--- src/rtl/gpio16_pkg.sv ---
package gpio16_pkg;
  localparam logic [7:0] OFF_DIN  = 8'h00;
  localparam logic [7:0] OFF_DOUT = 8'h04;
  localparam logic [7:0] OFF_DIR  = 8'h08;
  localparam logic [7:0] OFF_EDGE = 8'h0C;
  localparam logic [7:0] OFF_MASK = 8'h10;
  localparam logic [7:0] OFF_STAT = 8'h14;
  localparam logic [7:0] OFF_PCTL = 8'h18;
  localparam logic [1:0] SIZE_HALF = 2'b01;
endpackage

--- src/rtl/gpio16_sync.sv ---
module gpio16_sync #(
  parameter int W      = 16,
  parameter int STAGES = 2
) (
  input  logic         clk,
  input  logic         rst_n,
  input  logic [W-1:0] d,
  output logic [W-1:0] q
);
  logic [W-1:0] stg [STAGES];

  always_ff @(posedge clk or negedge rst_n) begin
    if (!rst_n) begin
      for (int i = 0; i < STAGES; i++) stg[i] <= '0;
    end else begin
      stg[0] <= d;
      for (int i = 1; i < STAGES; i++) stg[i] <= stg[i-1];
    end
  end

  assign q = stg[STAGES-1];
endmodule

--- src/rtl/gpio16_edge.sv ---
module gpio16_edge #(
  parameter int W = 16
) (
  input  logic         clk,
  input  logic         rst_n,
  input  logic [W-1:0] cur,
  input  logic [W-1:0] rise_sel,
  output logic [W-1:0] hit
);
  logic [W-1:0] prev_q;

  always_ff @(posedge clk or negedge rst_n) begin
    if (!rst_n) prev_q <= '0;
    else        prev_q <= cur;
  end

  for (genvar i = 0; i < W; i++) begin : g_pin
    always_comb begin
      if (rise_sel[i]) hit[i] = cur[i] & ~prev_q[i];
      else             hit[i] = ~cur[i] & prev_q[i];
    end
  end
endmodule

--- src/rtl/gpio16_regs.sv ---
module gpio16_regs
  import gpio16_pkg::*;
#(
  parameter int W  = 16,
  parameter int AW = 8
) (
  input  logic          clk,
  input  logic          rst_n,
  input  logic          wr_en,
  input  logic          rd_en,
  input  logic [AW-1:0] addr,
  input  logic [1:0]    acc_size,
  input  logic [W-1:0]  wdata,
  input  logic [W-1:0]  din_sync,
  input  logic [W-1:0]  hit,
  output logic [W-1:0]  rdata,
  output logic [W-1:0]  dout_q,
  output logic [W-1:0]  dir_q,
  output logic [W-1:0]  edge_q,
  output logic [W-1:0]  mask_q,
  output logic [W-1:0]  stat_q,
  output logic [W-1:0]  pctl_q,
  output logic          irq
);
  localparam logic [AW-1:0] A_DIN  = AW'(OFF_DIN);
  localparam logic [AW-1:0] A_DOUT = AW'(OFF_DOUT);
  localparam logic [AW-1:0] A_DIR  = AW'(OFF_DIR);
  localparam logic [AW-1:0] A_EDGE = AW'(OFF_EDGE);
  localparam logic [AW-1:0] A_MASK = AW'(OFF_MASK);
  localparam logic [AW-1:0] A_STAT = AW'(OFF_STAT);
  localparam logic [AW-1:0] A_PCTL = AW'(OFF_PCTL);

  logic         legal, wr_ok;
  logic         dout_en, dir_en, edge_en, mask_en, pctl_en;
  logic [W-1:0] dout_d, stat_d;

  assign legal = (acc_size == SIZE_HALF);
  assign wr_ok = wr_en & legal;

  // next state
  always_comb begin
    dout_en = wr_ok && (addr == A_DOUT);
    dir_en  = wr_ok && (addr == A_DIR);
    edge_en = wr_ok && (addr == A_EDGE);
    mask_en = wr_ok && (addr == A_MASK);
    pctl_en = wr_ok && (addr == A_PCTL);
    // only pins that are outputs take the new value
    dout_d  = (dout_q & dir_q) | (wdata & ~dir_q);
    stat_d  = stat_q;
    if (wr_ok && (addr == A_STAT)) stat_d = stat_q & ~wdata;
    // a fresh event is applied after the clear, so it wins
    stat_d  = stat_d | (hit & dir_q & ~mask_q);
  end

  // registers
  always_ff @(posedge clk or negedge rst_n) begin
    if (!rst_n) begin
      dout_q <= '0;
      dir_q  <= '1;
      edge_q <= '0;
      mask_q <= '1;
      stat_q <= '0;
      pctl_q <= '1;
    end else begin
      if (dout_en) dout_q <= dout_d;
      if (dir_en)  dir_q  <= wdata;
      if (edge_en) edge_q <= wdata;
      if (mask_en) mask_q <= wdata;
      if (pctl_en) pctl_q <= wdata;
      stat_q <= stat_d;
    end
  end

  // read mux
  always_comb begin
    rdata = '0;
    if (rd_en && legal) begin
      unique case (addr)
        A_DIN:   rdata = din_sync & pctl_q;
        A_DOUT:  rdata = dout_q;
        A_DIR:   rdata = dir_q;
        A_EDGE:  rdata = edge_q;
        A_MASK:  rdata = mask_q;
        A_STAT:  rdata = stat_q;
        A_PCTL:  rdata = pctl_q;
        default: rdata = '0;
      endcase
    end
  end

  assign irq = |(stat_q & ~mask_q);
endmodule

--- src/rtl/gpio16_port.sv ---
module gpio16_port #(
  parameter int W  = 16,
  parameter int AW = 8
) (
  input  logic          clk,
  input  logic          rst_n,
  input  logic          wr_en,
  input  logic          rd_en,
  input  logic [AW-1:0] addr,
  input  logic [1:0]    acc_size,
  input  logic [W-1:0]  wdata,
  output logic [W-1:0]  rdata,
  input  logic [W-1:0]  pad_in,
  output logic [W-1:0]  pad_out,
  output logic [W-1:0]  pad_oe,
  output logic          irq
);
  logic [W-1:0] din_sync, hit_v;
  logic [W-1:0] dout_q, dir_q, edge_q, mask_q, stat_q, pctl_q;

  gpio16_sync #(.W(W), .STAGES(2)) u_sync (
    .clk(clk), .rst_n(rst_n), .d(pad_in), .q(din_sync)
  );

  gpio16_edge #(.W(W)) u_edge (
    .clk(clk), .rst_n(rst_n), .cur(din_sync), .rise_sel(edge_q), .hit(hit_v)
  );

  gpio16_regs #(.W(W), .AW(AW)) u_regs (
    .clk(clk), .rst_n(rst_n), .wr_en(wr_en), .rd_en(rd_en), .addr(addr),
    .acc_size(acc_size), .wdata(wdata), .din_sync(din_sync), .hit(hit_v),
    .rdata(rdata), .dout_q(dout_q), .dir_q(dir_q), .edge_q(edge_q),
    .mask_q(mask_q), .stat_q(stat_q), .pctl_q(pctl_q), .irq(irq)
  );

  assign pad_out = dout_q;
  assign pad_oe  = ~dir_q;
endmodule

--- config.mk ---
export PLATFORM = sky130hd
export DESIGN_NAME = gpio16_port
export DESIGN_NICKNAME = d
export VERILOG_FILES = /design/src/rtl/gpio16_pkg.sv /design/src/rtl/gpio16_sync.sv /design/src/rtl/gpio16_edge.sv /design/src/rtl/gpio16_regs.sv /design/src/rtl/gpio16_port.sv
export SDC_FILE = /design/constraint.sdc
export NUM_CORES = 1
export LEC_CHECK = 0
export ABC_AREA = 1
export BUFFER_PORTS_ARGS = -buffer_cell sky130_fd_sc_hd__buf_4
export CORE_MARGIN = 5
export CORE_UTILIZATION = 57
export CTS_CLUSTER_DIAMETER = 120
export DETAILED_ROUTE_END_ITERATION = 8
export PLACE_DENSITY_LB_ADDON = 0.1
export SYNTH_ARGS = -nofsm -noshare
export SYNTH_HDL_FRONTEND = slang
export SYNTH_SLANG_ARGS = --single-unit
--- constraint.sdc ---
create_clock -name clk -period 1.5 [get_ports clk]
set_input_delay 0.3 -clock clk [delete_from_list [all_inputs] [get_ports clk]]
set_output_delay 0.3 -clock clk [all_outputs]
set_load 0.01 [all_outputs]
==> insert_results.sql, run 1 <==
INSERT INTO impl_metrics (metric_group, metric, value, unit) VALUES
('min_path', 'hold_path_class', 'primary input to register', ''),
('synthesis', 'most_repeated_cell_in_the_gate_level_netlist_after_synthesis', 'sky130_fd_sc_hd__nand2_1', ''),
('critical_path', 'worstRegToRegCells', '5', ''),
('floorplan', 'chipWidth', '118', 'microns'),
('timing', 'worst_slack', '-0.480', 'ns'),
('route', 'drt_pass1_iterations', '6', ''),
('route', 'detailroute.via_count', '6706', ''),
('clocking', 'clock-root-buffer', 'sky130_fd_sc_hd__clkbuf_16', ''),
('critical_path', 'worstSetupPathType', 'register to primary output', ''),
('critical_path', 'r2r-start', 'u_regs.dir_q[6]$_DFFE_PN1P_', ''),
('placement', 'numPortBuffers', '94', ''),
('pwr', 'p_leak', '4.34', 'nW'),
('floorplan', 'fp-row-count', '39', ''),
('grt', 'grt_pass1_vias', '6657', ''),
('outcome', 'failed_checks', 'setup timing', ''),
('timing', 'final.min_clock_period', '1.98', 'ns'),
('pwr', 'power_density', '990', 'nW/um^2'),
('timing', 'setup_viol', '19', ''),
('timing', 'tightestPinTransition', '0.465', 'ns'),
('clocking', 'tritoncts_num_sinks', '144', ''),
('timing', 'timing.clock.skew', '0.00957', 'ns'),
('grt', 'grt_residual_overflow', '0', ''),
('floorplan', 'die_area', '14000', 'sq um'),
('layout', 'final_layout_size_suffix_gt1_share', '33.9', '%'),
('floorplan', 'die_height', '118', 'microns'),
('synthesis', 'synth.net_count', '873', ''),
('layout', 'ant_cells', '0', ''),
('clocking', 'h-tree-depth', '4', ''),
('synthesis', 'synth_area_leaders', 'sky130_fd_sc_hd__dfrtp_1 (36%), sky130_fd_sc_hd__dfstp_2 (19%), sky130_fd_sc_hd__nand2_1 (13%), sky130_fd_sc_hd__o21ai_0 (7.1%), sky130_fd_sc_hd__nand3_1 (5.9%)', ''),
('route', 'routed_wirelength', '22100', 'microns'),
('grt', 'grt_antenna_before_repair', '0', ''),
('floorplan', 'pin_count', '95', ''),
('route', 'viasPerCell', '5.78', ''),
('outcome', 'outcome', 'complete, but fails checks', ''),
('synthesis', 'yosys.area.top_type_share', '35.8', '%'),
('timing', 'achievable-frequency', '505', 'MHz'),
('synthesis', 'ys_seq_area_share', '54.7', '%'),
('placement', 'dpl-instance-area', '7990', 'sq um'),
('clocking', 'cts_inserted_buffers', '17', ''),
('grt', 'grt_start_max_net_pins', '44', ''),
('timing', 'slew-limit-headroom', '69.0', '%'),
('placement', 'place_hpwl', '12100', 'microns'),
('pwr', 'clkPwrFrac', '50.1', '%'),
('layout', 'multi_input_area', '2700', 'sq um'),
('grt', 'grt_first_pass_wirelength', '33700', 'microns'),
('timing', 'finalHoldWorstSlack', '0.196', 'ns'),
('placement', 'finalWeightedCongestion', '0.860', ''),
('clocking', 'clockBufferDepth', '2', ''),
('synthesis', 'async_flop_share', '100', '%'),
('clocking', 'clk-insertion-delay-late', '0.43', 'ns'),
('route', 'wl_per_cell', '19.0', 'microns'),
('layout', 'seq_area', '3660', 'sq um'),
('pwr', 'power_report.internal_total', '7.38', 'mW'),
('grt', 'grt_use_total', '30.2', '%'),
('critical_path', 'worst_r2r_endpoint', 'u_regs.stat_q[6]$_DFF_PN0_', ''),
('layout', 'synthToLayoutAreaGrowth', '42.4', '%'),
('synthesis', 'synthesis.area_per_instance', '8.10', 'sq um'),
('synthesis', 'synth-edff-count', '0', ''),
('pwr', 'power.switching', '2.07', 'mW'),
('clocking', 'cts_tree', 'built', ''),
('pwr', 'power.switching_fraction', '21.9', '%'),
('pwr', 'comb_power_share', '6.6', '%'),
('route', 'detail-route-antenna-nets', '0', ''),
('synthesis', 'ys_dominant_reg_cell', 'sky130_fd_sc_hd__dfrtp_1', ''),
('critical_path', 'cp-start-kind', 'register', ''),
('layout', 'fin_util', '83.3', '%'),
('pwr', 'power.ir.vdd_worst', '1170', 'uV'),
('layout', 'fin_nets', '1050', ''),
('synthesis', 'synth-warning-count', '0', ''),
('synthesis', 'syn-cell-area', '6700', 'sq um'),
('route', 'detail_route.iter0.violations', '1070', '');
worst min path at each step:
stage | start | end | slack, ns | cells after the start
detailed placement | rst_n | u_sync.q[0]$_DFF_PN0_ | 0.26 | 1
CTS | wdata[12] | register | 0.19 | 3
global placement | rst_n | u_edge.prev_q[0]$_DFF_PN0_ | 0.26 | 1
floorplan | rst_n | async pin | 0.004 | 0
global route | wdata[12] | register | 0.22 | 3
finish | wdata[12] | register | 0.20 | 3
worst max-delay path, cell delays in order, from the launching register on:
cell,delay (ns)
sky130_fd_sc_hd__dfstp_2,0.55
sky130_fd_sc_hd__inv_1,0.04
sky130_fd_sc_hd__nand2_1,0.06
sky130_fd_sc_hd__nand4_1,0.15
sky130_fd_sc_hd__nor3_2,0.17
sky130_fd_sc_hd__nand3_1,0.13
sky130_fd_sc_hd__buf_4,0.17
logic make-up after synthesis:
logic type / synth area share [%]
compound gates: 11.3
simple gates: 25.4
buf+inv: 8.62
flops: 54.7
layout make-up:
cell class / instances / area share [%]
clock inverter: 12 / 2.12
multi-input combinational: 544 / 28.3
timing repair buffer: 189 / 20.1
tap: 143 / 1.87
sequential: 144 / 38.4
inverter: 108 / 4.30
clock buffer: 20 / 4.89
per-stage QoR:
stage	instances	setup TNS [ns]	setup slack (ns)	total power [mW]
6_report	1160	-6.05	-0.480	9.45
5_1_grt	1160	-7.18	-0.541	9.74
4_1_cts	1149	-5.54	-0.486	9.42
3_5_place_dp	1077	-12.62	-0.388	4.62
3_3_place_gp	1077	-9.03	-0.307	4.60
2_1_floorplan	827	0	0.00340	4.30
layout by cell type (no fill, tap or decap), drive strengths merged:
cell,netlist,routed
dfrtp,96,96
dfstp,48,48
nand4,1,1
clkinvlp,0,1
o22ai,5,5
nand2,234,234
dlygate4sd3,0,17
inv,108,110
a21oi,29,29
clkinv,0,4
o21ai,113,113
a211oi,1,1
clkbuf,10,23
nor3,17,17
o211ai,1,1
nor2,60,60
buf,21,169
bufinv,0,5
nand3,83,83
layer usage:
layer / routed length, microns / part of all wire (%) / global-route usage, %
met3: 2310 / 10 / 8.55
met1: 7920 / 36 / 36.4
met4: 1170 / 5.3 / 16.7
met5: 0 / 0 / 0
met2: 10700 / 48 / 49.1
power by group through the flow:
stage | clock network, mW | logic, mW | registers [mW]
floorplan | 0 | 0.172 | 4.13
global placement | 0 | 0.461 | 4.14
detailed placement | 0 | 0.474 | 4.15
CTS | 4.76 | 0.575 | 4.08
global route | 4.97 | 0.674 | 4.10
finish | 4.74 | 0.622 | 4.09
repair_timing:
action / in CTS / in global routing
gates cloned: 5 / 3
setup buffers: 18 / 9
endpoints found under the hold margin: 38 / 0
gates resized for setup: 44 / 52
endpoints found under the setup margin: 21 / 33
hold buffers: 17 / 0
pin swaps: 38 / 29
Power figures use the tool's default switching activity.
==> run 2: changes to the inputs <==
--- a/config.mk
+++ b/config.mk
@@ -11,7 +11,9 @@
 export CORE_UTILIZATION = 57
 export CTS_CLUSTER_DIAMETER = 120
 export DETAILED_ROUTE_END_ITERATION = 8
+export HOLD_SLACK_MARGIN = 0.03
 export PLACE_DENSITY_LB_ADDON = 0.1
+export SKIP_CTS_REPAIR_TIMING = 1
 export SYNTH_ARGS = -nofsm -noshare
 export SYNTH_HDL_FRONTEND = slang
 export SYNTH_SLANG_ARGS = --single-unit
==> run 2 against run 1 <==
  * The run still ends with setup timing left
  * Global-route usage decreased by 3.2 points
  * Critical endpoint unchanged
  * Maximum frequency increased by 1.7%
  * Wire length decreased by 10%
  * First-iteration DRC count decreased by 37%
  * Total power decreased by 1.2%
  * Sequential share of layout area increased by 1.6 points
==> insert_results.sql, run 2 (synthesis gave the netlist of run 1 again) <==
INSERT INTO impl_metrics (metric_group, metric, value, unit) VALUES
('min_path', 'hold_path_class', 'primary input to register', ''),
('timing', 'slew-limit-headroom', '69.5', '%'),
('route', 'viasPerCell', '5.59', ''),
('outcome', 'outcome', 'complete, but fails checks', ''),
('clocking', 'cts_clk_pin_slew_worst_paths', '0.06', 'ns'),
('route', 'detail-route-antenna-nets', '0', ''),
('route', 'routed_wirelength', '19800', 'microns'),
('timing', 'setup_viol', '17', ''),
('pwr', 'power_density', '1020', 'nW/um^2'),
('timing', 'achievable-frequency', '514', 'MHz'),
('timing', 'grt_setup_unrepaired', 'yes', ''),
('flow_run', 'maxcap_violations', '0', ''),
('layout', 'nFillCells', '737', ''),
('grt', 'grt_residual_overflow', '0', ''),
('clocking', 'cts_inserted_buffers', '17', ''),
('placement', 'pre_cts_slack', '-0.388', 'ns'),
('critical_path', 'critPathArrivalTime', '1.65', 'ns'),
('clocking', 'tritoncts_num_sinks', '144', ''),
('layout', 'final_cells', '1136', ''),
('route', 'wl_per_cell', '17.5', 'microns'),
('floorplan', 'fp-row-count', '39', ''),
('layout', 'most-common-layout-cells', 'sky130_fd_sc_hd__nand2_1 (222), sky130_fd_sc_hd__buf_4 (109), sky130_fd_sc_hd__dfrtp_1 (96)', ''),
('placement', 'numPortBuffers', '94', ''),
('floorplan', 'die_height', '118', 'microns'),
('floorplan', 'die_area', '14000', 'sq um'),
('clocking', 'clockBufferDepth', '2', ''),
('floorplan', 'floorplan.initialDensity', '58.5', '%'),
('outcome', 'failed_checks', 'setup timing', ''),
('clocking', 'h-tree-depth', '4', ''),
('placement', 'finalWeightedCongestion', '0.860', ''),
('timing', 'final.min_clock_period', '1.95', 'ns'),
('critical_path', 'highest_cell_delay_on_the_worst_timing_path', '0.55', 'ns'),
('layout', 'fin_util', '79.9', '%'),
('layout', 'ant_cells', '0', ''),
('pwr', 'power.ir.vdd_worst', '1210', 'uV'),
('placement', 'placed_cells', '1077', ''),
('timing', 'tightestPinTransition', '0.457', 'ns'),
('critical_path', 'critPathSlowestCell', 'sky130_fd_sc_hd__dfstp_2', ''),
('critical_path', 'cp-start-kind', 'register', ''),
('clocking', 'clk-insertion-delay-late', '0.42', 'ns'),
('floorplan', 'chipWidth', '118', 'microns'),
('grt', 'grt_use_total', '27.0', '%'),
('critical_path', 'critical_path.cell_chain', 'inv_1 > nand2_1 > nand4_1 > nor3_2 > nand3_1 > buf_4', ''),
('critical_path', 'timing.critical_path.fanout_max', '2', ''),
('timing', 'finalCritPeriodShare', '130', '%'),
('timing', 'finalHoldViolations', '0', ''),
('placement', 'place_hpwl', '12100', 'microns'),
('grt', 'grt_first_pass_wirelength', '30200', 'microns'),
('critical_path', 'critPathRequiredTime', '1.20', 'ns'),
('grt', 'grt_pass1_vias', '6073', ''),
('timing', 'finalMaxSlewViolations', '0', ''),
('layout', 'final_layout_size_suffix_gt1_share', '30.5', '%'),
('route', 'detail_route.iter0.violations', '670', ''),
('critical_path', 'worstSetupPathType', 'register to primary output', ''),
('critical_path', 'endpoint_kind', 'primary output', ''),
('route', 'route.detailed.drc', '0', ''),
('min_path', 'hold-path-cell-count', '3', ''),
('grt', 'grt_start_max_net_pins', '51', ''),
('layout', 'synthToLayoutAreaGrowth', '36.7', '%'),
('timing', 'timing.clock.skew', '0.00694', 'ns'),
('grt', 'grt_antenna_before_repair', '0', ''),
('clocking', 'cts_tree', 'built', ''),
('route', 'detailroute.via_count', '6354', ''),
('clocking', 'clock-root-buffer', 'sky130_fd_sc_hd__clkbuf_16', ''),
('layout', 'layout.cells.most_common', 'sky130_fd_sc_hd__nand2_1', ''),
('critical_path', 'worstRegToRegCells', '4', ''),
('route', 'drt_pass1_iterations', '5', ''),
('layout', 'fin_nets', '1026', ''),
('pwr', 'p_leak', '4.18', 'nW'),
('timing', 'worst_slack', '-0.446', 'ns'),
('floorplan', 'pin_count', '95', ''),
('floorplan', 'placeableCoreArea', '11500', 'sq um');
## run 2: worst max-delay path, delay by kind of cell, from the launching register on
kind,cells,cell delay (ns)
and+or+nand+nor,4,0.46
buffers and inverters,2,0.22
DFF,1,0.55
## run 2: final timing paths
kind / start / endpoint / slack [ns]
setup / recovery: u_regs.mask_q[1]$_DFFE_PN1P_ / irq / -0.45
hold / removal: wdata[12] / register / 0.20
setup reg to reg: u_regs.dir_q[1]$_DFFE_PN1P_ / u_regs.stat_q[1]$_DFF_PN0_ / 0.44
hold reg to reg: u_sync.stg[17]$_DFF_PN0_ / u_sync.q[1]$_DFF_PN0_ / 0.35
max in group asynchronous: rst_n / u_regs.mask_q[13]$_DFFE_PN1P_ / 0.50
min in group asynchronous: rst_n / u_edge.prev_q[0]$_DFF_PN0_ / 0.39
## run 2: metrics by stage
stage / power (mW) / setup TNS (ns) / area [sq um] / hold WS, ns
floorplan: 4.30 / 0 / 6760 / 0.00441
global placement: 4.60 / -9.03 / 7990 / 0.263
detailed placement: 4.62 / -12.62 / 7990 / 0.264
CTS: 9.32 / -6.35 / 8660 / -0.186
global route: 9.67 / -6.76 / 9170 / 0.218
finish: 9.33 / -5.43 / 9170 / 0.202
## run 2: final cells by class
cell class	count	area [sq um]	share of cell area [%]
sequential	144	3660	40.0
multi-input combinational	544	2620	28.6
clock buffer	20	467	5.09
clock inverter	12	203	2.21
tap	143	179	1.95
timing repair buffer	165	1620	17.7
inverter	108	410	4.48
## run 2: where the power goes
group / switching, mW / total [mW] / leakage, nW / internal (mW)
clock network: 1.60 / 4.69 / 0.327 / 3.09
logic: 0.312 / 0.555 / 2.21 / 0.243
registers: 0.0770 / 4.09 / 1.64 / 4.01
## run 2: layer usage
metal  share of wire, %  global-route usage, %  up-vias
met5                  0                      0        -
met3                7.8                   6.69       46
met1                 40                   34.5     3056
li1                   -                      -     2955
met2                 49                   43.5      297
met4                2.8                   12.5        0
